## config.mk

```make
export PLATFORM = sky130hd
export DESIGN_NAME = mesh_node_bus_if
export DESIGN_NICKNAME = d
export VERILOG_FILES = /design/src/rtl/mesh_node_pkg.sv /design/src/rtl/mesh_node_fifo.sv /design/src/rtl/mesh_node_ctrl.sv /design/src/rtl/mesh_node_datapath.sv /design/src/rtl/mesh_node_bus_if.sv
export SDC_FILE = /design/constraint.sdc
export NUM_CORES = 1
export LEC_CHECK = 0
export BUFFER_PORTS_ARGS = -buffer_cell sky130_fd_sc_hd__buf_2
export CORE_MARGIN = 2
export CORE_UTILIZATION = 54
export CTS_CLUSTER_SIZE = 40
export DETAILED_ROUTE_END_ITERATION = 8
export GPL_TIMING_DRIVEN = 0
export PLACE_DENSITY = 0.92
export SYNTH_ARGS = -nofsm -noshare
export SYNTH_HDL_FRONTEND = slang
export SYNTH_SLANG_ARGS = --single-unit
export TNS_END_PERCENT = 20
```

## constraint.sdc

```tcl
create_clock -name clk -period 7 [get_ports clk]
set_input_delay 1.05 -clock clk [delete_from_list [all_inputs] [get_ports clk]]
set_output_delay 1.05 -clock clk [all_outputs]
set_load 0.05 [all_outputs]
```

## src/rtl/mesh_node_pkg.sv

```systemverilog
package mesh_node_pkg;
  localparam int DATA_W  = 32;
  localparam int COORD_W = 8;
  localparam int CTRL_W  = 8;
  localparam int ADDR_W  = 32;
  localparam int PORTS   = 4;

  // address field positions
  localparam int DIR_LSB  = 2;
  localparam int DEST_LSB = 4;
  localparam int CTRL_LSB = DEST_LSB + COORD_W;
  localparam int CVAL_BIT = CTRL_LSB + CTRL_W;
  localparam int SEL_STATUS_BIT = 2;

  typedef struct packed {
    logic              ctrlValid;
    logic [CTRL_W-1:0] ctrl;
    logic [COORD_W-1:0] dest;
    logic [DATA_W-1:0] payload;
  } pkt_t;

  localparam int PKT_W = $bits(pkt_t);

  typedef struct packed {
    logic [PORTS-1:0] launch;
    logic             loopPush;
    logic             inPush;
    logic             pop;
    logic             underflowSet;
    logic             stall;
  } strobe_t;
endpackage

```

## src/rtl/mesh_node_fifo.sv

```systemverilog
module mesh_node_fifo #(
  parameter int W     = 8,
  parameter int DEPTH = 4
) (
  input  logic         clk,
  input  logic         rstN,
  input  logic         push,
  input  logic [W-1:0] pushData,
  input  logic         pop,
  output logic [W-1:0] headData,
  output logic         full,
  output logic         empty
);
  localparam int PTR_W = (DEPTH > 1) ? $clog2(DEPTH) : 1;
  localparam int CNT_W = $clog2(DEPTH + 1);
  localparam logic [PTR_W-1:0] LAST = PTR_W'(DEPTH - 1);
  localparam logic [CNT_W-1:0] FULLCNT = CNT_W'(DEPTH);

  logic [W-1:0]     mem [DEPTH];
  logic [PTR_W-1:0] wrPtr, rdPtr;
  logic [CNT_W-1:0] count;

  assign full     = (count == FULLCNT);
  assign empty    = (count == '0);
  assign headData = mem[rdPtr];

  always_ff @(posedge clk) begin
    if (!rstN) begin
      wrPtr <= '0;
      rdPtr <= '0;
      count <= '0;
    end else begin
      if (push) begin
        wrPtr <= (wrPtr == LAST) ? '0 : wrPtr + 1'b1;
      end
      if (pop) begin
        rdPtr <= (rdPtr == LAST) ? '0 : rdPtr + 1'b1;
      end
      case ({push, pop})
        2'b10:   count <= count + 1'b1;
        2'b01:   count <= count - 1'b1;
        default: count <= count;
      endcase
    end
  end

  always_ff @(posedge clk) begin
    if (push) mem[wrPtr] <= pushData;
  end

  p_no_overflow_r5: assert property (@(posedge clk) disable iff (!rstN)
    full |-> !push);
  p_no_empty_pop_r6: assert property (@(posedge clk) disable iff (!rstN)
    empty |-> !pop);
  p_fill_to_full_r5: assert property (@(posedge clk) disable iff (!rstN)
    (count == FULLCNT - 1'b1 && push && !pop) |=> full);
endmodule

```

## src/rtl/mesh_node_ctrl.sv

```systemverilog
module mesh_node_ctrl
  import mesh_node_pkg::*;
(
  input  logic              clk,
  input  logic              rstN,
  input  logic [COORD_W-1:0] nodeCoord,
  input  logic              busSel,
  input  logic              busWr,
  input  logic [ADDR_W-1:0] busAddr,
  input  logic [PORTS-1:0]  txReady,
  input  logic              rxValid,
  input  logic              qFull,
  input  logic              qEmpty,
  output logic              rxReady,
  output strobe_t           stb
);
  logic              isWrite, isRead, isLoop, readsData;
  logic [1:0]        dirSel;
  logic [COORD_W-1:0] destYx;

  assign isWrite   = busSel && busWr;
  assign isRead    = busSel && !busWr;
  assign dirSel    = busAddr[DIR_LSB +: 2];
  assign destYx    = busAddr[DEST_LSB +: COORD_W];
  assign isLoop    = (destYx == nodeCoord);
  assign readsData = isRead && !busAddr[SEL_STATUS_BIT];

  // a self-addressed write owns the queue input this cycle
  assign rxReady = !qFull && !(isWrite && isLoop);

  always_comb begin
    stb              = '0;
    stb.launch       = (isWrite && !isLoop) ? (PORTS'(1) << dirSel) : '0;
    stb.loopPush     = isWrite && isLoop && !qFull;
    stb.inPush       = rxValid && rxReady;
    stb.pop          = readsData && !qEmpty;
    stb.underflowSet = readsData && qEmpty;
    stb.stall        = isWrite && (isLoop ? qFull : !txReady[dirSel]);
  end

  p_launch_onehot_r1: assert property (@(posedge clk) disable iff (!rstN)
    $onehot0(stb.launch));
  p_loop_no_launch_r4: assert property (@(posedge clk) disable iff (!rstN)
    (isWrite && isLoop) |-> (stb.launch == '0));
  p_stall_unready_r3: assert property (@(posedge clk) disable iff (!rstN)
    (isWrite && !isLoop && !txReady[dirSel]) |-> stb.stall);
  p_loop_priority_r9: assert property (@(posedge clk) disable iff (!rstN)
    stb.loopPush |-> !stb.inPush);
endmodule

```

## src/rtl/mesh_node_datapath.sv

```systemverilog
module mesh_node_datapath
  import mesh_node_pkg::*;
#(
  parameter int RX_DEPTH = 4
) (
  input  logic              clk,
  input  logic              rstN,
  input  strobe_t           stb,
  input  logic [ADDR_W-1:0] busAddr,
  input  logic [DATA_W-1:0] busWdata,
  input  logic [PKT_W-1:0]  rxPkt,
  output logic [DATA_W-1:0] busRdata,
  output logic [PKT_W-1:0]  txPkt,
  output logic              qFull,
  output logic              qEmpty
);
  pkt_t outPkt, pushPkt, headPkt;
  logic [PKT_W-1:0] headRaw;
  logic underflowSticky;
  logic [1:0] unusedAddrLsb;
  logic [ADDR_W-CVAL_BIT-2:0] unusedAddrMsb;

  assign unusedAddrLsb = busAddr[1:0];
  assign unusedAddrMsb = busAddr[ADDR_W-1:CVAL_BIT+1];

  always_comb begin
    outPkt.ctrlValid = busAddr[CVAL_BIT];
    outPkt.ctrl      = busAddr[CVAL_BIT] ? busAddr[CTRL_LSB +: CTRL_W] : '0;
    outPkt.dest      = busAddr[DEST_LSB +: COORD_W];
    outPkt.payload   = busWdata;
  end

  assign txPkt   = outPkt;
  assign pushPkt = stb.loopPush ? outPkt : pkt_t'(rxPkt);

  mesh_node_fifo #(.W(PKT_W), .DEPTH(RX_DEPTH)) rxq_i (
    .clk      (clk),
    .rstN     (rstN),
    .push     (stb.loopPush || stb.inPush),
    .pushData (pushPkt),
    .pop      (stb.pop),
    .headData (headRaw),
    .full     (qFull),
    .empty    (qEmpty)
  );

  assign headPkt = pkt_t'(headRaw);

  always_ff @(posedge clk) begin
    if (!rstN)                 underflowSticky <= 1'b0;
    else if (stb.underflowSet) underflowSticky <= 1'b1;
  end

  always_comb begin
    busRdata = '0;
    if (busAddr[SEL_STATUS_BIT]) begin
      busRdata[0] = qEmpty;
      busRdata[1] = underflowSticky;
      if (!qEmpty) begin
        busRdata[15:8]  = headPkt.ctrl;
        busRdata[16]    = headPkt.ctrlValid;
        busRdata[31:24] = headPkt.dest;
      end
    end else if (!qEmpty) begin
      busRdata = headPkt.payload;
    end
  end

  p_underflow_sticky_r8: assert property (@(posedge clk) disable iff (!rstN)
    underflowSticky |=> underflowSticky);
  p_empty_read_zero_r8: assert property (@(posedge clk) disable iff (!rstN)
    stb.underflowSet |-> (busRdata == '0));
  p_ctrl_cleared_r2: assert property (@(posedge clk) disable iff (!rstN)
    !outPkt.ctrlValid |-> (outPkt.ctrl == '0));
endmodule

```

## src/rtl/mesh_node_bus_if.sv

```systemverilog
module mesh_node_bus_if
  import mesh_node_pkg::*;
#(
  parameter int RX_DEPTH = 4
) (
  input  logic              clk,
  input  logic              rstN,
  input  logic [COORD_W-1:0] nodeCoord,
  input  logic              busSel,
  input  logic              busWr,
  input  logic [ADDR_W-1:0] busAddr,
  input  logic [DATA_W-1:0] busWdata,
  output logic [DATA_W-1:0] busRdata,
  output logic              busWait,
  output logic [PORTS-1:0]  txValid,
  input  logic [PORTS-1:0]  txReady,
  output logic [PKT_W-1:0]  txPkt,
  input  logic              rxValid,
  output logic              rxReady,
  input  logic [PKT_W-1:0]  rxPkt
);
  strobe_t stb;
  logic qFull, qEmpty;

  mesh_node_ctrl ctrl_i (
    .clk       (clk),
    .rstN      (rstN),
    .nodeCoord (nodeCoord),
    .busSel    (busSel),
    .busWr     (busWr),
    .busAddr   (busAddr),
    .txReady   (txReady),
    .rxValid   (rxValid),
    .qFull     (qFull),
    .qEmpty    (qEmpty),
    .rxReady   (rxReady),
    .stb       (stb)
  );

  mesh_node_datapath #(.RX_DEPTH(RX_DEPTH)) dp_i (
    .clk      (clk),
    .rstN     (rstN),
    .stb      (stb),
    .busAddr  (busAddr),
    .busWdata (busWdata),
    .rxPkt    (rxPkt),
    .busRdata (busRdata),
    .txPkt    (txPkt),
    .qFull    (qFull),
    .qEmpty   (qEmpty)
  );

  assign txValid = stb.launch;
  assign busWait = stb.stall;

  p_single_handshake_r3: assert property (@(posedge clk) disable iff (!rstN)
    (txValid != '0 && (txValid & txReady) == '0) |-> busWait);
endmodule

```

* After elaboration in Yosys (flattened, before gate mapping)
Memory sizes are Yosys's and may differ from the RTL's. A register that Yosys moved wholly into a read port is not among the register bits.
Cells that the tools add are included.
** Cells by class
- $add $sub $neg :: 4
- Magnitude comparators :: 1
- Equality and inequality tests :: 6
- Shifts and indexed selects :: 1
- Mux-type cells :: 21
- Reductions and logical operators :: 21
** Operator list (number)
- two-way mux 49 bit :: 1
- two-way mux 32 bit :: 1
- two-way mux 8 bit :: 3
- two-way mux 9 bit :: 2
- logical AND 1 bit :: 11
- two-way mux 2 bit :: 5
- == test 8 bit :: 1
- logical NOT 1 bit :: 7
- two-way mux 7 bit :: 1
- == test 2 bit (second input constant) :: 3
- two-way mux 6 bit :: 1
- case mux 3 bit (2 select lines) :: 1
- adder 2 x 1 -> 2 bit (second input constant) :: 2
- two-way mux 1 bit :: 4
- two-way mux 4 bit :: 1
- left shift 1 x 2 -> 4 bit (first input constant) :: 1
- adder 3 x 1 -> 3 bit (second input constant) :: 1
- == test 3 bit (second input constant) :: 1
- logical NOT 3 bit :: 1
- less-than comparator 2 x 3 -> 1 bit (second input constant) :: 1
- subtractor 3 x 1 -> 3 bit (second input constant) :: 1
- binary-select mux 1 bit (select 2 bit) :: 1
- == test 2 x 1 -> 1 bit (second input constant) :: 1
- nonzero test 2 bit :: 1
- logical OR 1 bit :: 1
** Word-level totals
- Register bits after elaboration :: 8
- Memory bits (writable) :: 196
- Bits of input ports :: 130
- Output and inout port bits :: 87
- Logic and storage cells :: 59
- Memories kept :: 1
** Memories
- dp_i.rxq_i.mem :: depth 4, bits a word 49, rd ports 1, clocked after Yosys merged registers in 1, write ports 1, line mesh_node_fifo.sv:19 : logic [W-1:0] mem [DEPTH];

* Longest topological paths before layout
Gate-level depths: netlist (run 1).
- Depth after elaboration :: 8
- Mapped depth :: 10

* Modules after synthesis
A second synthesis (run 1) with hierarchy kept.
** Second synthesis, totals
- Cell total of the unflattened synthesis :: 493
- Area total of the unflattened synthesis :: 9181.3 µm²
** Modules (own cells, without submodules)
- mesh_node_fifo :: instances 1, cells an instance 303, area each 7556.0 µm², seq. area each 6065.8 µm²
- mesh_node_datapath :: instances 1, cells an instance 163, area each 1401.3 µm², seq. area each 20.0 µm²
- mesh_node_ctrl :: instances 1, cells an instance 27, area each 224.0 µm², seq. area each 0.0 µm²

* Worst setup path after synthesis (run 1)
OpenSTA, ideal clock, no wires.
- Path kind :: input -> register
- From :: input nodeCoord[4]
- To :: memory dp_i.rxq_i.mem[0][0] (netlist bit), enable pin
- Setup time :: 531 ps
- Arrival :: 5395 ps
- Required time :: 6469 ps
- Slack :: 1074 ps
- Stages :: 5
- Buffers on the path :: 1
- Cell sequence :: xnor2_1 > and4_1 > nand3_4 > buf_6 > a21boi_0
** Between the ends
- Word-level cells in the longest chain between the ends :: 8
** RTL lines
- start: declaration :: line mesh_node_bus_if.sv:8 : input logic [COORD_W-1:0] nodeCoord,
- == test 8 bit * :: line mesh_node_ctrl.sv:25 : assign isLoop = (destYx == nodeCoord);
- logical AND 1 bit * :: line mesh_node_ctrl.sv:29, mesh_node_ctrl.sv:34
- logical NOT 1 bit :: line mesh_node_ctrl.sv:29 : assign rxReady = !qFull && !(isWrite && isLoop);
- logical AND 1 bit :: line mesh_node_ctrl.sv:29
- logical AND 1 bit :: line mesh_node_ctrl.sv:35 : stb.inPush = rxValid && rxReady;
- logical OR 1 bit * :: line mesh_node_datapath.sv:39 : .push (stb.loopPush || stb.inPush),
- two-way mux 1 bit * :: line mesh_node_fifo.sv:48 : if (push) mem[wrPtr] <= pushData;
- two-way mux 1 bit (not written as such) * :: line mesh_node_fifo.sv:48
- end: declaration :: line mesh_node_fifo.sv:19
Every way passes the cells marked *; elsewhere a longest branch is shown, timed or not.

* Worst setup path in the final report (run 1)
- From :: input busAddr[2]
- To :: output busRdata[4]
** Between the ends
- Word-level cells in the longest chain between the ends :: 1
** RTL lines
- start: declaration :: line mesh_node_bus_if.sv:11 : input logic [ADDR_W-1:0] busAddr,
- two-way mux 6 bit :: line mesh_node_datapath.sv:56 : if (busAddr[SEL_STATUS_BIT]) begin
- end: declaration :: line mesh_node_bus_if.sv:13 : output logic [DATA_W-1:0] busRdata,
No other way between the ends.

==> run summary, run 1 <==
===========================================================================================
Antenna viol nets, final                                                                  0
Fraction of layout instances using a drive strength above 1                          53.29%
Die height                                                                         135.9 um
Number of antenna violations at the first check in global routing                         0
Commonest register cell after synthesis                                            edfxtp_1
Critical path data required time                                                    5950 ps
Via count of the first global-routing pass                                             5415
Initial core utilization                                                             54.68%
Category of the most critical setup path                                       input port to output port
Number of buffers on the longest clock path                                               3
Synthesized cell area                                                             9393 um^2
Clock Root Buffer                                                                 clkbuf_16
Post-route insts no fill                                                                985
Post-route DRC                                                                            0
Met1 Use GR                                                                          27.58%
Clock tree from TritonCTS                                                               yes
Sum of routed wire length over all layers                                          19620 um
Drt via density                                                                       5.454
Tot GR Track Use                                                                     21.49%
Path type of the worst min-delay path                                          flip-flop to flip-flop
Total clock buffers created by CTS                                                       21
Max IR drop VDD                                                                   0.1657 mV
Number of ports placed on the die boundary                                              217
Crit path max fanout                                                                     10
Critical path startpoint category                                                input port
Final worst path period share                                                        54.31%
Standard-cell rows                                                                       48
Grt peak-use layer                                                                     met2
Worst setup skew after layout                                                      8.487 ps
Total die area                                                                   18460 um^2
Number of failing hold endpoints at the final stage                                       0
CTS Hold Buffers Added                                                                    0
Number of input and output port buffers inserted                                        202
Number of storage elements in the synthesis netlist                                     206
Area added between synthesis and finish                                              23.04%
Fraction of registers with async set/reset                                               0%
Placer Congestion                                                                    0.7874
Setup fix buffers added after clock tree synthesis                                        0
ANT cells                                                                                 0
Core footprint                                                                   17180 um^2
Post-route minimum period                                                           3802 ps
RSZ-0062 raised after global routing                                                     no
Die width                                                                          135.9 um
Met2 Track Usage GR                                                                  37.79%
Outcome                                                                        finished clean
GRT Residual Overflow                                                                     0
Number of design-rule violations left by the first detailed-router iteration            356
PostCTS Resize Cnt                                                                        0
Count of flip-flops with a built-in enable after synthesis                              196
Measured slew at the worst slew-check pin                                           1004 ps
Sink Count                                                                              206
Insertion delay to the later sink of the worst-skew pair                             480 ps
Internal reg-to-reg setup slack                                                     4340 ps
Met3 layer usage reported by global route                                            4.101%
Post-Route Setup TNS                                                                   0 ps
Number of vias after detailed routing                                                  5372
1st-pass router iterations                                                                5
Total nets after synthesis                                                              650
Final-report max-slew violation count                                                     0
Most common cell after layout, fill and taps aside                                    buf_2
Max Cap Viol                                                                              0
Remaining max-slew budget at the tightest pin                                        32.87%
Half-perimeter wire length after detailed placement                                13590 um
Post-Syn Area per Cell                                                           18.31 um^2
Cells after synthesis                                                                   513
Maximum number of pins on one net before global-route repair                             26
Sequential area share after synthesis                                                64.79%
Number of instances in the placed design                                                948
Count of distinct cell types in the synthesized netlist                                  42
Category of the worst setup path capture point                                  output port
Number of fillers in the final layout                                                  1119
Average wire per cell in the routed design                                         19.92 um
Wire length of the first global-routing pass                                       29440 um
Clock-pin slew on the worst setup and hold paths                                      60 ps
Leakage power                                                                      4.528 nW
Warnings from Yosys                                                                       0
Power density over the cells                                                   267.0 nW/um^2
Number of setup violations in the final report                                            0
Nets                                                                                    883
# H-tree levels                                                                           1
Top library cells by usage in the layout, fill and taps aside                  208 x buf_2, 196 x edfxtp_1, 50 x mux4_2, 46 x mux2_4, 46 x buf_4
Data arrival, critical path                                                         2750 ps
Achievable Freq                                                                   263.0 MHz
===========================================================================================
==> cell usage after synthesis, types with 3 or more instances <==
| cell | instances | area [um^2] |
|---|---|---|
| a21boi_0 | 5 | 37.54 |
| a31oi_1 | 3 | 18.77 |
| and2_1 | 23 | 143.9 |
| buf_2 | 6 | 30.03 |
| buf_4 | 46 | 345.3 |
| buf_6 | 6 | 67.56 |
| clkbuf_1 | 8 | 30.03 |
| dfxtp_1 | 10 | 200.2 |
| edfxtp_1 | 196 | 5886 |
| ha_1 | 6 | 75.07 |
| inv_1 | 6 | 22.52 |
| mux2_2 | 3 | 33.78 |
| mux2_4 | 46 | 690.7 |
| mux2i_1 | 19 | 190.2 |
| mux4_2 | 50 | 1126 |
| nand2_1 | 9 | 33.78 |
| nor2_1 | 22 | 82.58 |
| nor2b_1 | 3 | 18.77 |
| nor3_1 | 6 | 30.03 |
| xnor2_1 | 9 | 78.83 |
==> layout make-up <==
type,instances,area (um^2),area share (%)
multi-input cells,233,2849,24.65
clock inverters,8,96.34,0.8336
plain buffers,68,480.5,4.157
well taps,225,281.5,2.436
repair buffers,210,1186,10.26
inverters,6,22.52,0.1949
clock buffers,29,555.5,4.807
flip-flops and latches,206,6086,52.66
==> metrics by stage <==
step	power [mW]	area, um^2	setup WS [ps]	util (%)	hold WS (ps)
floorplan	1.886	9393	1074	-	459.6
global placement	2.036	10690	-1876	62.21	479.9
detailed placement	2.060	10910	3193	63.49	500.6
CTS	3.113	11560	3189	67.29	520.5
global route	3.197	11560	3065	67.29	567.9
finish	3.086	11560	3198	67.29	517.1
==> per-layer routing <==
layer / up-vias / part of all wire (%)
li1: 2439 / -
met1: 2684 / 39
met2: 220 / 52
met3: 29 / 7.1
met4: 0 / 1.7
met5: - / 0
==> critical path: stages <==
cell and delay (ps):
clkbuf_1 240, nor2_1 540, clkbuf_1 420, and2_1 220, buf_2 270
==> power by group <==
group          internal, mW  total [mW]  switching (mW)
clock                 0.630        1.05           0.424
sequential             1.45        1.48          0.0246
combinational         0.202       0.556           0.353
total                  2.28        3.09           0.802
==> sequential cells by signal, indices dropped and copies added, names as in the netlist, named ones only <==
register	count
dp_i.rxq_i.wrPtr	2
dp_i.rxq_i.rdPtr	2
dp_i.rxq_i.count	3
dp_i.rxq_i.mem	196
dp_i.underflowSticky	1
==> path summary, 6_finish.rpt <==
path / depth (start not counted) / to / startpoint
worst max-delay path: 5 / busRdata[4] / busAddr[2]
worst min-delay path: 2 / dp_i.rxq_i.count[2]$_SDFFE_PN0P_ / dp_i.rxq_i.count[2]$_SDFFE_PN0P_
worst max register to register: 6 / dp_i.rxq_i.mem[3][5]$_DFFE_PP_ / dp_i.rxq_i.count[0]$_SDFFE_PN0P_
worst min register to register: 2 / dp_i.rxq_i.count[2]$_SDFFE_PN0P_ / dp_i.rxq_i.count[2]$_SDFFE_PN0P_
==> cell families (layout without fill, tap and decap cells) <==
kind of cell,count (synthesis),count (layout),synth area share (%)
compound gates,17,17,1.252
xor+xnor,10,10,0.9325
fa+ha+maj,7,7,1.012
simple gates,81,81,4.929
buf+inv,74,321,5.355
flops,206,206,64.79
mux,118,118,21.73
Power figures use the tool's default switching activity.
==> run 2, diff against run 1 <==
==> constraint.sdc (replaced) <==
create_clock -name clk -period 3.7 [get_ports clk]
set_input_delay 0.555 -clock clk [delete_from_list [all_inputs] [get_ports clk]]
set_output_delay 0.555 -clock clk [all_outputs]
set_load 0.05 [all_outputs]
==> run 2 against run 1 <==
  * First-iteration DRC count is 12% lower
  * Worst setup slack worse by 2600 ps
  * Register-to-register slack worse by 3300 ps
  * Count of clock-buffer cells in the layout stayed put
  * Sequential share of layout area is 0.23 points higher
  * Via count is 0.34% lower
  * Sequential power is 89% higher
  * Power is 90% higher
  * Critical path depth stayed put
  * Critical endpoint is now busRdata[24]
==> run summary, run 2 (synthesized netlist as in run 1, its figures left out) <==
===========================================================================================
Outcome                                                                        finished clean
Standard-cell rows                                                                       48
Path type of the worst min-delay path                                          input port to flip-flop
Number of buffers on the longest clock path                                               3
Die width                                                                          135.9 um
Final cell utilization of the core                                                   66.99%
Number of vias after detailed routing                                                  5354
RSZ-0062 raised after global routing                                                     no
Hold Path Origin                                                                  rxPkt[48]
Top library cells by usage in the layout, fill and taps aside                  208 x buf_2, 196 x edfxtp_1, 50 x mux4_2, 46 x mux2_4, 46 x buf_4
Reg with most FFs                                                              dp_i.rxq_i.mem
Post-route DRC                                                                            0
Count of cell instances traversed by the critical path                                    5
Number of input and output port buffers inserted                                        202
Category of the most critical setup path                                       flip-flop to output port
Sequential share of power                                                             47.6%
Number of design-rule violations left by the first detailed-router iteration            314
1st-pass router iterations                                                                5
Clock-pin slew on the worst setup and hold paths                                      60 ps
Measured slew at the worst slew-check pin                                          966.0 ps
Critical Path Start                                                            dp_i.rxq_i.count[1]$_SDFFE_PN0P_
Core footprint                                                                   17180 um^2
Crit-path slowest cell                                                             clkbuf_1
Critical path data required time                                                    3140 ps
Final worst path period share                                                        84.69%
Part of the power in the clock network                                                35.0%
Die height                                                                         135.9 um
Setup slack after layout                                                           566.5 ps
Area added between synthesis and finish                                              22.50%
Nets                                                                                    880
Number of cell instances on the worst register-to-register path                           6
Total die area                                                                   18460 um^2
Placer Congestion                                                                    0.8049
Sw Share                                                                             25.65%
Internal power component                                                           4.371 mW
Post-Route Setup TNS                                                                   0 ps
Clock tree from TritonCTS                                                               yes
Flip-flop count of the largest register after layout                                    196
Setup WS pre-CTS                                                                   468.8 ps
Leakage power                                                                      4.500 nW
Achievable Freq                                                                   319.1 MHz
Number of fillers in the final layout                                                  1177
Initial core utilization                                                             54.68%
Net Sw Power                                                                       1.508 mW
ANT cells                                                                                 0
Max IR drop VDD                                                                   0.3743 mV
Category of the worst setup path capture point                                  output port
Largest regs                                                                   dp_i.rxq_i.mem: 196 flops, dp_i.rxq_i.count: 3 flops
Setup fix buffers added after clock tree synthesis                                        0
Sink Count                                                                              206
Tot GR Track Use                                                                     21.10%
# H-tree levels                                                                           1
Crit path top cell by count                                                           buf_2
Number of ports placed on the die boundary                                              217
Via count of the first global-routing pass                                             5517
Crit path cell chain                                                           nor3_1 > buf_2 > clkbuf_1 > nor2_1 > buf_2
Average wire per cell in the routed design                                         19.69 um
Category of cells accounting for the largest share of critical-path delay      buffers and inverters
Insertion delay to the later sink of the worst-skew pair                             480 ps
CTS Hold Buffers Added                                                                    0
Number of failing hold endpoints at the final stage                                       0
Fraction of layout instances using a drive strength above 1                          52.84%
Sum of routed wire length over all layers                                          19340 um
GRT Residual Overflow                                                                     0
Total clock buffers created by CTS                                                       21
Wire length of the first global-routing pass                                       29130 um
Antenna viol nets, final                                                                  0
Power density over the cells                                                   511.0 nW/um^2
Gate power share                                                                      17.4%
Maximum number of pins on one net before global-route repair                             26
Number of setup violations in the final report                                            0
Crit path max fanout                                                                     10
Max Cap Viol                                                                              0
CP Buf/Inv Count                                                                          3
Critical path startpoint category                                                 flip-flop
Final-report max-slew violation count                                                     0
Most common cell after layout, fill and taps aside                                    buf_2
PostCTS Resize Cnt                                                                        0
Number of antenna violations at the first check in global routing                         0
Data arrival, critical path                                                         2580 ps
Half-perimeter wire length after detailed placement                                13590 um
Slowest stage delay, CP                                                              550 ps
Drt via density                                                                       5.452
Post-route minimum period                                                           3134 ps
Worst setup skew after layout                                                      6.151 ps
Hold Path Cell Cnt                                                                        2
Reg-to-reg startpoint                                                          dp_i.rxq_i.count[1]$_SDFFE_PN0P_
Remaining max-slew budget at the tightest pin                                        35.44%
Clock Root Buffer                                                                 clkbuf_16
===========================================================================================
==> run 2: layout make-up <==
class / instances / area [um^2] / share of cell area [%]
Multi-Input combinational cell: 233 / 2849 / 24.76
Timing Repair Buffer: 207 / 1114 / 9.678
Sequential cell: 206 / 6086 / 52.89
Tap cell: 225 / 281.5 / 2.447
Inverter: 6 / 22.52 / 0.1957
Buffer: 68 / 480.5 / 4.176
Clock buffer: 29 / 555.5 / 4.828
Clock inverter: 8 / 117.6 / 1.022
==> run 2: worst reg2reg max path: cells and delay by family, from the launching register on <==
kind,cells,cell delay [ps]
AO/OA/AOI/OAI,1,790
buffers and inverters,2,570
AND/OR/NAND/NOR,3,550
flip-flops,1,420
==> run 2: metal layers <==
metal	GRT usage (%)	share of wire, %	routed length, um	up-vias
met5	0	0	0	-
met4	5.613	2.3	450	0
met3	3.729	5.6	1079	35
met2	37.74	53	10190	200
met1	26.72	39	7615	2690
li1	-	-	-	2429
==> run 2: worst paths after layout <==
check	end	slack [ps]
worst max-delay path	busRdata[24]	570
worst min-delay path	dp_i.rxq_i.mem[3][48]$_DFFE_PP_	400
worst max register to register	dp_i.rxq_i.mem[2][20]$_DFFE_PP_	1070
worst min register to register	dp_i.underflowSticky$_SDFFE_PN0P_	500
==> run 2: power groups by stage <==
stage,clock [mW],sequential (mW),combinational [mW]
after detailed placement,0,2.84,1.03
final,2.06,2.80,1.03
after global placement,0,2.86,0.970
after CTS,2.09,2.80,1.04
after floorplan,0,2.84,0.718
after global routing,2.18,2.81,1.09
==> run 2: metrics by stage <==
stage / hold slack (ps) / total power, mW / cell area [um^2] / std cells
3_3_place_gp: 478.9 / 3.829 / 10690 / 940
4_1_cts: 387.8 / 5.927 / 11510 / 982
3_5_place_dp: 484.4 / 3.877 / 10830 / 945
6_report: 404.3 / 5.879 / 11510 / 982
5_1_grt: 393.6 / 6.080 / 11510 / 982
2_1_floorplan: 459.6 / 3.558 / 9393 / 513
